[src/rtl/bce_pkg.sv]
package bce_pkg;

    localparam int COND_W = 4;

    typedef struct packed {
        logic cf;
        logic zf;
        logic sf;
        logic of;
    } bce_flags_t;

    typedef enum logic [2:0] {
        BASE_OVF      = 3'd0,
        BASE_BELOW    = 3'd1,
        BASE_EQ       = 3'd2,
        BASE_BELOW_EQ = 3'd3,
        BASE_NEG      = 3'd4,
        BASE_ALWAYS   = 3'd5,
        BASE_LESS     = 3'd6,
        BASE_LESS_EQ  = 3'd7
    } bce_base_e;

endpackage

[src/rtl/bce_cond_eval.sv]
module bce_cond_eval
    import bce_pkg::*;
(
    input  bce_flags_t          flags,
    input  logic [COND_W-1:0]   cond,
    output logic                taken
);

    logic base_hit;
    logic signed_lt;

    always_comb begin
        signed_lt = flags.sf ^ flags.of;
        unique case (bce_base_e'(cond[COND_W-1:1]))
            BASE_OVF:      base_hit = flags.of;
            BASE_BELOW:    base_hit = flags.cf;
            BASE_EQ:       base_hit = flags.zf;
            BASE_BELOW_EQ: base_hit = flags.cf | flags.zf;
            BASE_NEG:      base_hit = flags.sf;
            BASE_ALWAYS:   base_hit = 1'b1;
            BASE_LESS:     base_hit = signed_lt;
            BASE_LESS_EQ:  base_hit = signed_lt | flags.zf;
            default:       base_hit = 1'b0;
        endcase
        taken = base_hit ^ cond[0];
    end

endmodule

[src/rtl/bce_target_adder.sv]
module bce_target_adder #(
    parameter int ADDR_W = 32,
    parameter int DISP_W = 8
) (
    input  logic [ADDR_W-1:0] base_addr,
    input  logic [DISP_W-1:0] disp,
    output logic [ADDR_W-1:0] target
);

    localparam int EXT_W = ADDR_W - DISP_W;

    logic [ADDR_W-1:0] disp_ext;

    generate
        if (EXT_W > 0) begin : g_extend
            assign disp_ext = {{EXT_W{disp[DISP_W-1]}}, disp};
        end else begin : g_trunc
            assign disp_ext = disp[ADDR_W-1:0];
        end
    endgenerate

    assign target = base_addr + disp_ext;

endmodule

[src/rtl/bce_unit.sv]
module bce_unit
    import bce_pkg::*;
#(
    parameter int ADDR_W = 32,
    parameter int DISP_W = 8
) (
    input  logic              clk,
    input  logic              rst_n,
    input  logic              flag_cf,
    input  logic              flag_zf,
    input  logic              flag_sf,
    input  logic              flag_of,
    input  logic [COND_W-1:0] cond_code,
    input  logic [ADDR_W-1:0] next_pc,
    input  logic [DISP_W-1:0] rel_disp,
    output logic              br_taken,
    output logic [ADDR_W-1:0] fetch_addr
);

    localparam int EXT_W = ADDR_W - DISP_W;

    typedef struct packed {
        logic              taken;
        logic [ADDR_W-1:0] addr;
        logic              past_ok;
    } state_t;

    state_t     state_d, state_q;
    bce_flags_t flags;
    logic       cond_hit;
    logic [ADDR_W-1:0] jump_addr;

    assign flags = '{cf: flag_cf, zf: flag_zf, sf: flag_sf, of: flag_of};

    bce_cond_eval u_cond (
        .flags (flags),
        .cond  (cond_code),
        .taken (cond_hit)
    );

    bce_target_adder #(
        .ADDR_W (ADDR_W),
        .DISP_W (DISP_W)
    ) u_adder (
        .base_addr (next_pc),
        .disp      (rel_disp),
        .target    (jump_addr)
    );

    always_comb begin
        state_d         = state_q;
        state_d.taken   = cond_hit;
        state_d.addr    = cond_hit ? jump_addr : next_pc;
        state_d.past_ok = 1'b1;
    end

    always_ff @(posedge clk) begin
        if (!rst_n) begin
            state_q <= '0;
        end else begin
            state_q <= state_d;
        end
    end

    assign br_taken   = state_q.taken;
    assign fetch_addr = state_q.addr;

    always @(posedge clk) begin
        if (rst_n && !state_q.past_ok) begin
            AST_RESET_CLEAR: assert (!br_taken && fetch_addr == '0);
        end
    end

    AST_FALLTHRU_ADDR: assert property (@(posedge clk) disable iff (!rst_n)
        (state_q.past_ok && !br_taken) |-> (fetch_addr == $past(next_pc)));

    AST_TARGET_DELTA: assert property (@(posedge clk) disable iff (!rst_n)
        (state_q.past_ok && br_taken) |->
        ((fetch_addr - $past(next_pc)) ==
         ADDR_W'($signed({{EXT_W{$past(rel_disp[DISP_W-1])}}, $past(rel_disp)}))));

    AST_ALWAYS_TAKEN: assert property (@(posedge clk) disable iff (!rst_n)
        (state_q.past_ok && $past(cond_code) == 4'b1010) |-> br_taken);

    AST_NEVER_TAKEN: assert property (@(posedge clk) disable iff (!rst_n)
        (state_q.past_ok && $past(cond_code) == 4'b1011) |-> !br_taken);

    AST_EQ_FOLLOWS_ZF: assert property (@(posedge clk) disable iff (!rst_n)
        (state_q.past_ok && $past(cond_code) == 4'b0100) |-> (br_taken == $past(flag_zf)));

    AST_OVF_FOLLOWS_OF: assert property (@(posedge clk) disable iff (!rst_n)
        (state_q.past_ok && $past(cond_code) == 4'b0000) |-> (br_taken == $past(flag_of)));

endmodule

[config.mk]
export PLATFORM = sky130hd
export DESIGN_NAME = bce_unit
export DESIGN_NICKNAME = d
export VERILOG_FILES = /design/src/rtl/bce_pkg.sv /design/src/rtl/bce_cond_eval.sv /design/src/rtl/bce_target_adder.sv /design/src/rtl/bce_unit.sv
export SDC_FILE = /design/constraint.sdc
export NUM_CORES = 1
export LEC_CHECK = 0
export ABC_CLOCK_PERIOD_IN_PS = 11350
export BUFFER_PORTS_ARGS = -buffer_cell sky130_fd_sc_hd__buf_4
export CORE_ASPECT_RATIO = 0.7
export CORE_MARGIN = 4
export CORE_UTILIZATION = 56
export DETAILED_ROUTE_END_ITERATION = 10
export PLACE_DENSITY = 0.83
export SLEW_MARGIN = 20
export SYNTH_ARGS = -nofsm -noshare
export SYNTH_HDL_FRONTEND = slang
export SYNTH_SLANG_ARGS = --single-unit
[constraint.sdc]
create_clock -name clk -period 11.35 [get_ports clk]
set_input_delay 2.27 -clock clk [delete_from_list [all_inputs] [get_ports clk]]
set_output_delay 2.27 -clock clk [all_outputs]
set_load 0.01 [all_outputs]
==> results of run 1 <==
## logic make-up (layout without fill, tap and decap cells)
| family | count (synthesis) | in the layout | synth area share [%] |
|---|---|---|---|
| AO/OA/AOI/OAI | 98 | 98 | 26.0 |
| AND/OR/NAND/NOR | 89 | 89 | 15.0 |
| flip-flops | 33 | 33 | 24.8 |
| adder cells (fa/ha/maj) | 32 | 32 | 15.3 |
| XOR/XNOR | 26 | 26 | 8.54 |
| multiplexers | 22 | 22 | 8.31 |
| buffers and inverters | 15 | 95 | 2.11 |
## layer usage
| metal | up-vias | GRT usage, % | routed length (um) | part of all wire, % |
|---|---|---|---|---|
| met1 | 1243 | 30.6 | 3310 | 47 |
| li1 | 1322 | - | - | - |
| met2 | 83 | 41.8 | 3200 | 46 |
| met3 | 8 | 5.49 | 410 | 5.9 |
| met5 | - | 0 | 0 | 0 |
| met4 | 0 | 4.58 | 44 | 0.63 |
## worst paths after layout
path / endpoint / slack [ps] / startpoint / cells past startpoint
hold / removal: fetch_addr[7] / 2220 / next_pc[7] / 3
setup / recovery: fetch_addr[28] / 6000 / next_pc[0] / 14
## cell type report
type / count / area share, %
Tap cell: 55 / 2.01
Sequential cell: 33 / 19.3
Timing Repair Buffer: 83 / 18.2
Clock buffer: 7 / 2.52
Multi-Input combinational cell: 267 / 57.5
Inverter: 5 / 0.548
## state kept, by name, indices dropped and copies added, names as in the netlist
| name | flops |
|---|---|
| br_taken | 1 |
| fetch_addr | 32 |
## power by group
part           internal, W  switching [W]  leakage [nW]  total (W)
Clock            0.0000481      0.0000442        0.0443  0.0000923
Combinational    0.0000868      0.0000932          1.42   0.000180
Sequential        0.000132     0.00000413         0.275   0.000136
Total             0.000267       0.000142          1.74   0.000409
## placed cells by master (no fill, tap or decap), types with 3 or more instances in the layout
master / netlist / layout
sky130_fd_sc_hd__buf_4: 0 / 83
sky130_fd_sc_hd__nor2_1: 38 / 38
sky130_fd_sc_hd__dfxtp_1: 33 / 33
sky130_fd_sc_hd__ha_1: 31 / 31
sky130_fd_sc_hd__a21o_1: 28 / 28
sky130_fd_sc_hd__nand2_1: 26 / 26
sky130_fd_sc_hd__mux2i_1: 21 / 21
sky130_fd_sc_hd__a21oi_1: 18 / 18
sky130_fd_sc_hd__xnor2_1: 14 / 14
sky130_fd_sc_hd__o21ai_0: 11 / 11
sky130_fd_sc_hd__a211oi_1: 11 / 11
sky130_fd_sc_hd__xor2_1: 12 / 11
sky130_fd_sc_hd__clkbuf_8: 0 / 6
sky130_fd_sc_hd__nand4_1: 5 / 5
sky130_fd_sc_hd__nand2b_1: 5 / 5
sky130_fd_sc_hd__inv_1: 4 / 4
sky130_fd_sc_hd__o22ai_1: 4 / 4
sky130_fd_sc_hd__and3_1: 4 / 4
sky130_fd_sc_hd__and2_1: 3 / 3
sky130_fd_sc_hd__o21a_1: 3 / 3
sky130_fd_sc_hd__nand3_1: 3 / 3
sky130_fd_sc_hd__o21bai_1: 3 / 3
## metrics by stage
stage,util [%],area (sq um),hold WS (ps)
global route,76.9,3430,2240
global placement,75.0,3340,2520
floorplan,-,2670,2410
finish,76.9,3430,2220
CTS,76.9,3430,2230
detailed placement,75.0,3340,2520
==> impl_metrics.py, run 1 <==
metrics = {
    "outcome": {
        "outcome": "completed",
    },
    "finish": {
        "multi_input_area_sq_um": 1970,
        "post_layout_nonfiller_instances": 450,
        "filler_cell_count": 350,
        "insertedDiodeCount": 0,
        "nets_finish": 477,
        "layout-drive-gt1-share_pct": 24.6,
        "sequential_cell_area_sq_um": 661,
        "area_growth_syn_to_layout_pct": 28.5,
    },
    "clocking": {
        "cts_setup_buffers": 0,
        "post_cts_resize_count": 0,
        "cts.htree.levels": 2,
        "root_buffer": "sky130_fd_sc_hd__clkbuf_8",
        "cts_hold_buffers": 0,
        "clk_pin_slew_worst_paths_ps": 70,
        "cts_buffers": 5,
        "clock_sink_count": 33,
        "clockBufferDepth": 2,
        "cts_tree": "built",
    },
    "global_route": {
        "grt_max_degree": 46,
        "grt_overflow_total": 0,
        "grt_pass1_wl_um": 11700,
        "via_count_of_the_first_global_routing_pass": 2556,
        "antenna_found_initial": 0,
        "track_usage_pct": 24.0,
    },
    "job": {
        "timing.max_cap.violations": 0,
    },
    "setup_path": {
        "cp.required_ps": 11520,
        "crit_buf_inv": 1,
        "crit_path_max_incr_delay_ps": 440,
        "critical-path-slowest-cell": "sky130_fd_sc_hd__a2111o_1",
        "setup.worst_path.end_class": "flop",
        "critical_path.cell_chain": "buf_4, ha_1, fa_1, a21o_1, a21o_1, a2111o_1, a31oi_2, o31a_2, a21oi_1, o2111ai_2, a211oi_1, a211o_1, a21o_1, a311o_1",
        "cp_top_family": "compound AO/OA/AOI/OAI gates",
        "crit_top_cell": "sky130_fd_sc_hd__a21o_1",
        "arrival_ps": 5520,
        "worstSetupPathType": "input port to flop",
        "crit_start_category": "input port",
        "critPathMaxFanout": 3,
    },
    "placement": {
        "dp_hpwl_um": 5380,
        "numPlacedInstances": 443,
        "buffer_ports.inserted": 82,
        "detailedPlace.worstSlack_ps": 5720,
        "routability_congestion_estimate": 0.860,
    },
    "sta": {
        "layout_setup_ws_ps": 6000,
        "final_min_period_over_clock_period_pct": 47.1,
        "max-slew-margin-rel_pct": 44.6,
        "min_period_ps": 5350,
        "hold_viol": 0,
        "highest_attainable_clock_frequency_ghz": 0.187,
        "timing.setup.tns_ps": 0,
        "worst_slew_pin_slew_ps": 826,
        "setup_repair_after_global_routing_missed_its_margin": "false",
        "final-max-slew-violation-count": 0,
        "final-setup-viol-count": 0,
    },
    "detailed_routing": {
        "route.final.wire_length_um": 6970,
        "drt.antenna.violating_nets": 0,
        "drc_markers": 0,
        "avgRoutedWirePerCell_um": 15.5,
        "viasPerCell": 5.90,
        "routed-via-count": 2656,
        "number_of_search_and_repair_iterations_in_the_first_detailed_routing_pass": 4,
        "drt_iter0_markers": 102,
    },
    "yosys": {
        "mappedNetlistNets": 397,
        "postSynthRegisterBits": 33,
        "yosys.area.top_type": "sky130_fd_sc_hd__dfxtp_1",
        "most_used_standard_cell_by_instance_count_after_synthesis": "sky130_fd_sc_hd__nor2_1",
        "synth_area_sq_um": 2670,
        "fraction_of_registers_with_async_set_or_reset_after_synthesis_pct": 0,
        "syn-instance-count": 315,
        "synth-edff-count": 0,
        "syn-mean-instance-area_sq_um": 8.46,
        "yosys_warnings": 0,
        "share_of_synthesized_area_occupied_by_flip_flops_and_latches_pct": 24.8,
        "post-synth-top-area-fraction_pct": 24.8,
        "ys_types": 46,
        "ys_top_cells_by_count": "38 x sky130_fd_sc_hd__nor2_1, 33 x sky130_fd_sc_hd__dfxtp_1, 31 x sky130_fd_sc_hd__ha_1",
        "dominantRegCellSynth": "sky130_fd_sc_hd__dfxtp_1",
        "synthTopCellsByArea": "sky130_fd_sc_hd__dfxtp_1 25%, sky130_fd_sc_hd__ha_1 15%, sky130_fd_sc_hd__a21o_1 7.9%",
    },
    "power": {
        "power.total_w": 0.000409,
        "power.density_nw_per_um2": 119,
        "vdd.ir_drop.worst_v": 0.0000809,
        "p_leak_nw": 1.74,
    },
    "floorplanning": {
        "die-height_um": 65.7,
        "fp.dieW_um": 90.5,
        "core_sq_um": 4450,
        "initial_core_utilization_pct": 59.9,
        "floorplan.rows": 20,
        "die_area_sq_um": 5950,
        "io_pins": 83,
    },
    "worst_hold_path": {
        "worst_hold_path_type": "input port to flop",
    },
}
(Power assumes the default switching activity.)
==> inputs of run 2 (changes only) <==
--- a/config.mk
+++ b/config.mk
@@ -5,13 +5,14 @@
 export SDC_FILE = /design/constraint.sdc
 export NUM_CORES = 1
 export LEC_CHECK = 0
-export ABC_CLOCK_PERIOD_IN_PS = 11350
+export ABC_AREA = 1
+export ABC_CLOCK_PERIOD_IN_PS = 4590
 export BUFFER_PORTS_ARGS = -buffer_cell sky130_fd_sc_hd__buf_4
 export CORE_ASPECT_RATIO = 0.7
 export CORE_MARGIN = 4
-export CORE_UTILIZATION = 56
+export CORE_UTILIZATION = 51
 export DETAILED_ROUTE_END_ITERATION = 10
-export PLACE_DENSITY = 0.83
+export PLACE_DENSITY = 0.76
 export SLEW_MARGIN = 20
 export SYNTH_ARGS = -nofsm -noshare
 export SYNTH_HDL_FRONTEND = slang
==> constraint.sdc (replaced) <==
create_clock -name clk -period 4.59 [get_ports clk]
set_input_delay 0.918 -clock clk [delete_from_list [all_inputs] [get_ports clk]]
set_output_delay 0.918 -clock clk [all_outputs]
set_load 0.01 [all_outputs]
==> run 2 against run 1 <==
Compared with the run above:
- first-iteration DRC count rose to 3.8 times the previous value
- critical path depth down 1
- synthesized area up 42%
- sequential share of layout area down 4.7 points
- global-route usage up 2.1 points
- cell count up 94%
- die area up 49%
- largest cell class unchanged
==> impl_metrics.py, run 2 <==
metrics = {
    "sta": {
        "highest_attainable_clock_frequency_ghz": 0.398,
        "min_period_ps": 2510,
        "timing.setup.tns_ps": 0,
        "final-setup-viol-count": 0,
        "worst_slew_pin_slew_ps": 476,
        "hold_viol": 0,
        "final-max-slew-violation-count": 0,
        "max-slew-margin-rel_pct": 68.2,
        "setup_repair_after_global_routing_missed_its_margin": "false",
        "final_min_period_over_clock_period_pct": 54.7,
    },
    "placement": {
        "buffer_ports.inserted": 82,
        "dp_hpwl_um": 9550,
        "routability_congestion_estimate": 0.944,
    },
    "floorplanning": {
        "io_pins": 83,
        "initial_core_utilization_pct": 54.2,
        "floorplan.rows": 25,
        "die-height_um": 80.0,
        "die_area_sq_um": 8870,
        "core_sq_um": 6980,
        "fp.dieW_um": 111,
    },
    "yosys": {
        "mappedNetlistNets": 782,
        "dominantRegCellSynth": "sky130_fd_sc_hd__dfxtp_1",
        "yosys.area.top_type": "sky130_fd_sc_hd__nand2_1",
        "postSynthRegisterBits": 33,
        "synth-edff-count": 0,
        "yosys_warnings": 0,
        "syn-mean-instance-area_sq_um": 5.40,
        "synth_area_sq_um": 3780,
        "syn-instance-count": 700,
        "ys_top_cells_by_count": "278 x sky130_fd_sc_hd__nand2_1, 148 x sky130_fd_sc_hd__inv_1, 61 x sky130_fd_sc_hd__nor2_1",
        "most_used_standard_cell_by_instance_count_after_synthesis": "sky130_fd_sc_hd__nand2_1",
        "share_of_synthesized_area_occupied_by_flip_flops_and_latches_pct": 17.5,
        "ys_types": 30,
        "post-synth-top-area-fraction_pct": 27.6,
        "synthTopCellsByArea": "sky130_fd_sc_hd__nand2_1 28%, sky130_fd_sc_hd__dfxtp_1 17%, sky130_fd_sc_hd__inv_1 15%",
        "fraction_of_registers_with_async_set_or_reset_after_synthesis_pct": 0,
    },
    "power": {
        "power.density_nw_per_um2": 246,
        "power.total_w": 0.00111,
        "vdd.ir_drop.worst_v": 0.000153,
        "p_leak_nw": 2.89,
    },
    "detailed_routing": {
        "routed-via-count": 4450,
        "route.final.wire_length_um": 11800,
        "number_of_search_and_repair_iterations_in_the_first_detailed_routing_pass": 5,
        "viasPerCell": 5.09,
        "drc_markers": 0,
        "drt.antenna.violating_nets": 0,
        "avgRoutedWirePerCell_um": 13.5,
        "drt_iter0_markers": 392,
    },
    "clocking": {
        "cts_setup_buffers": 0,
        "cts_hold_buffers": 0,
        "post_cts_resize_count": 0,
        "clock_sink_count": 33,
        "clockBufferDepth": 2,
        "cts.htree.levels": 2,
        "cts_tree": "built",
        "root_buffer": "sky130_fd_sc_hd__clkbuf_8",
        "clk_pin_slew_worst_paths_ps": 80,
        "cts_buffers": 5,
    },
    "global_route": {
        "grt_overflow_total": 0,
        "antenna_found_initial": 0,
        "grt_max_degree": 34,
        "track_usage_pct": 26.0,
        "grt_pass1_wl_um": 18400,
        "via_count_of_the_first_global_routing_pass": 3746,
    },
    "setup_path": {
        "worstSetupPathType": "input port to flop",
        "critPathMaxFanout": 4,
        "cp.required_ps": 4790,
        "arrival_ps": 2710,
        "critical_path.cell_chain": "buf_4, ha_1, fa_1, nand3_1, nand3_1, nand3_1, nand3_1, nand2_1, nand2_1, nand2_1, nand3_1, nand2_1, inv_1",
        "critical-path-slowest-cell": "sky130_fd_sc_hd__fa_1",
        "worst_setup_path_startpoint": "next_pc[0]",
        "crit_path_max_incr_delay_ps": 500,
        "setup.worst_path.end_class": "flop",
        "worst_setup_path_endpoint": "fetch_addr[16]",
        "crit_start_category": "input port",
        "crit_top_cell": "sky130_fd_sc_hd__nand3_1",
    },
    "job": {
        "timing.max_cap.violations": 0,
    },
    "finish": {
        "area_growth_syn_to_layout_pct": 20.0,
        "finalCoreUtilization_pct": 65.0,
        "filler_cell_count": 681,
        "final_cell_mix": "278 x sky130_fd_sc_hd__nand2_1, 148 x sky130_fd_sc_hd__inv_1, 82 x sky130_fd_sc_hd__buf_4",
        "largest_register_ff_count": 32,
        "insertedDiodeCount": 0,
        "layout.cells.most_common": "sky130_fd_sc_hd__nand2_1",
        "nets_finish": 862,
        "layout-drive-gt1-share_pct": 14.3,
    },
    "worst_hold_path": {
        "worst_hold_path_type": "input port to flop",
    },
    "outcome": {
        "outcome": "completed",
    },
}
==> run 2: worst min path at each step <==
stage | start | to | slack [ps] | cells past startpoint
detailed placement | next_pc[3] | fetch_addr[3] | 1160 | 3
global route | next_pc[5] | fetch_addr[5] | 860 | 3
global placement | next_pc[5] | fetch_addr[5] | 1160 | 3
finish | next_pc[7] | fetch_addr[7] | 850 | 3
CTS | next_pc[4] | fetch_addr[4] | 850 | 3
floorplan | next_pc[0] | fetch_addr[0] | 1050 | 2
==> run 2: per-layer routing <==
layer / vias to the layer above / GRT usage, % / part of all wire [%]
li1: 2262 / - / -
met1: 1952 / 39.8 / 49
met2: 221 / 35.2 / 37
met3: 15 / 7.50 / 12
met4: 0 / 5.54 / 1.3
met5: - / 0 / 0
==> run 2: logic make-up after synthesis <==
group | count (synthesis) | share of synthesized area [%]
AO/OA/AOI/OAI | 43 | 6.26
XOR/XNOR | 15 | 3.48
adder cells (fa/ha/maj) | 32 | 10.8
buffers and inverters | 159 | 16.6
flip-flops | 33 | 17.5
AND/OR/NAND/NOR | 418 | 45.4
==> run 2: area by class of cell <==
class                           count  area, sq um  share of cell area (%)
Inverter                          150          566                    12.5
Sequential cell                    33          661                    14.6
Multi-Input combinational cell    508         2490                    54.9
Clock buffer                        6         72.6                    1.60
Timing Repair Buffer               82          616                    13.6
Clock inverter                      2         10.0                   0.221
Tap cell                           94          118                    2.60
==> run 2: per-stage QoR <==
stage | std cells | setup slack (ps) | hold WS, ps | instance area, sq um
2_1_floorplan | 700 | 2170 | 1050 | 3780
3_3_place_gp | 867 | 1840 | 1160 | 4450
3_5_place_dp | 867 | 1800 | 1160 | 4450
4_1_cts | 875 | 2110 | 847 | 4530
5_1_grt | 875 | 1920 | 857 | 4530
6_report | 875 | 2080 | 850 | 4530
==> run 2: critical path, delay by kind of cell <==
| family | cells | cell delay, ps |
|---|---|---|
| adders and majority gates | 2 | 730 |
| buffers and inverters | 2 | 150 |
| and+or+nand+nor | 9 | 900 |
==> run 2: power breakdown <==
group,switching (W),leakage [nW],internal [W],total [W]
Clock,0.000122,0.0450,0.000105,0.000227
Sequential,0.0000156,0.276,0.000329,0.000344
Combinational,0.000330,2.56,0.000212,0.000542
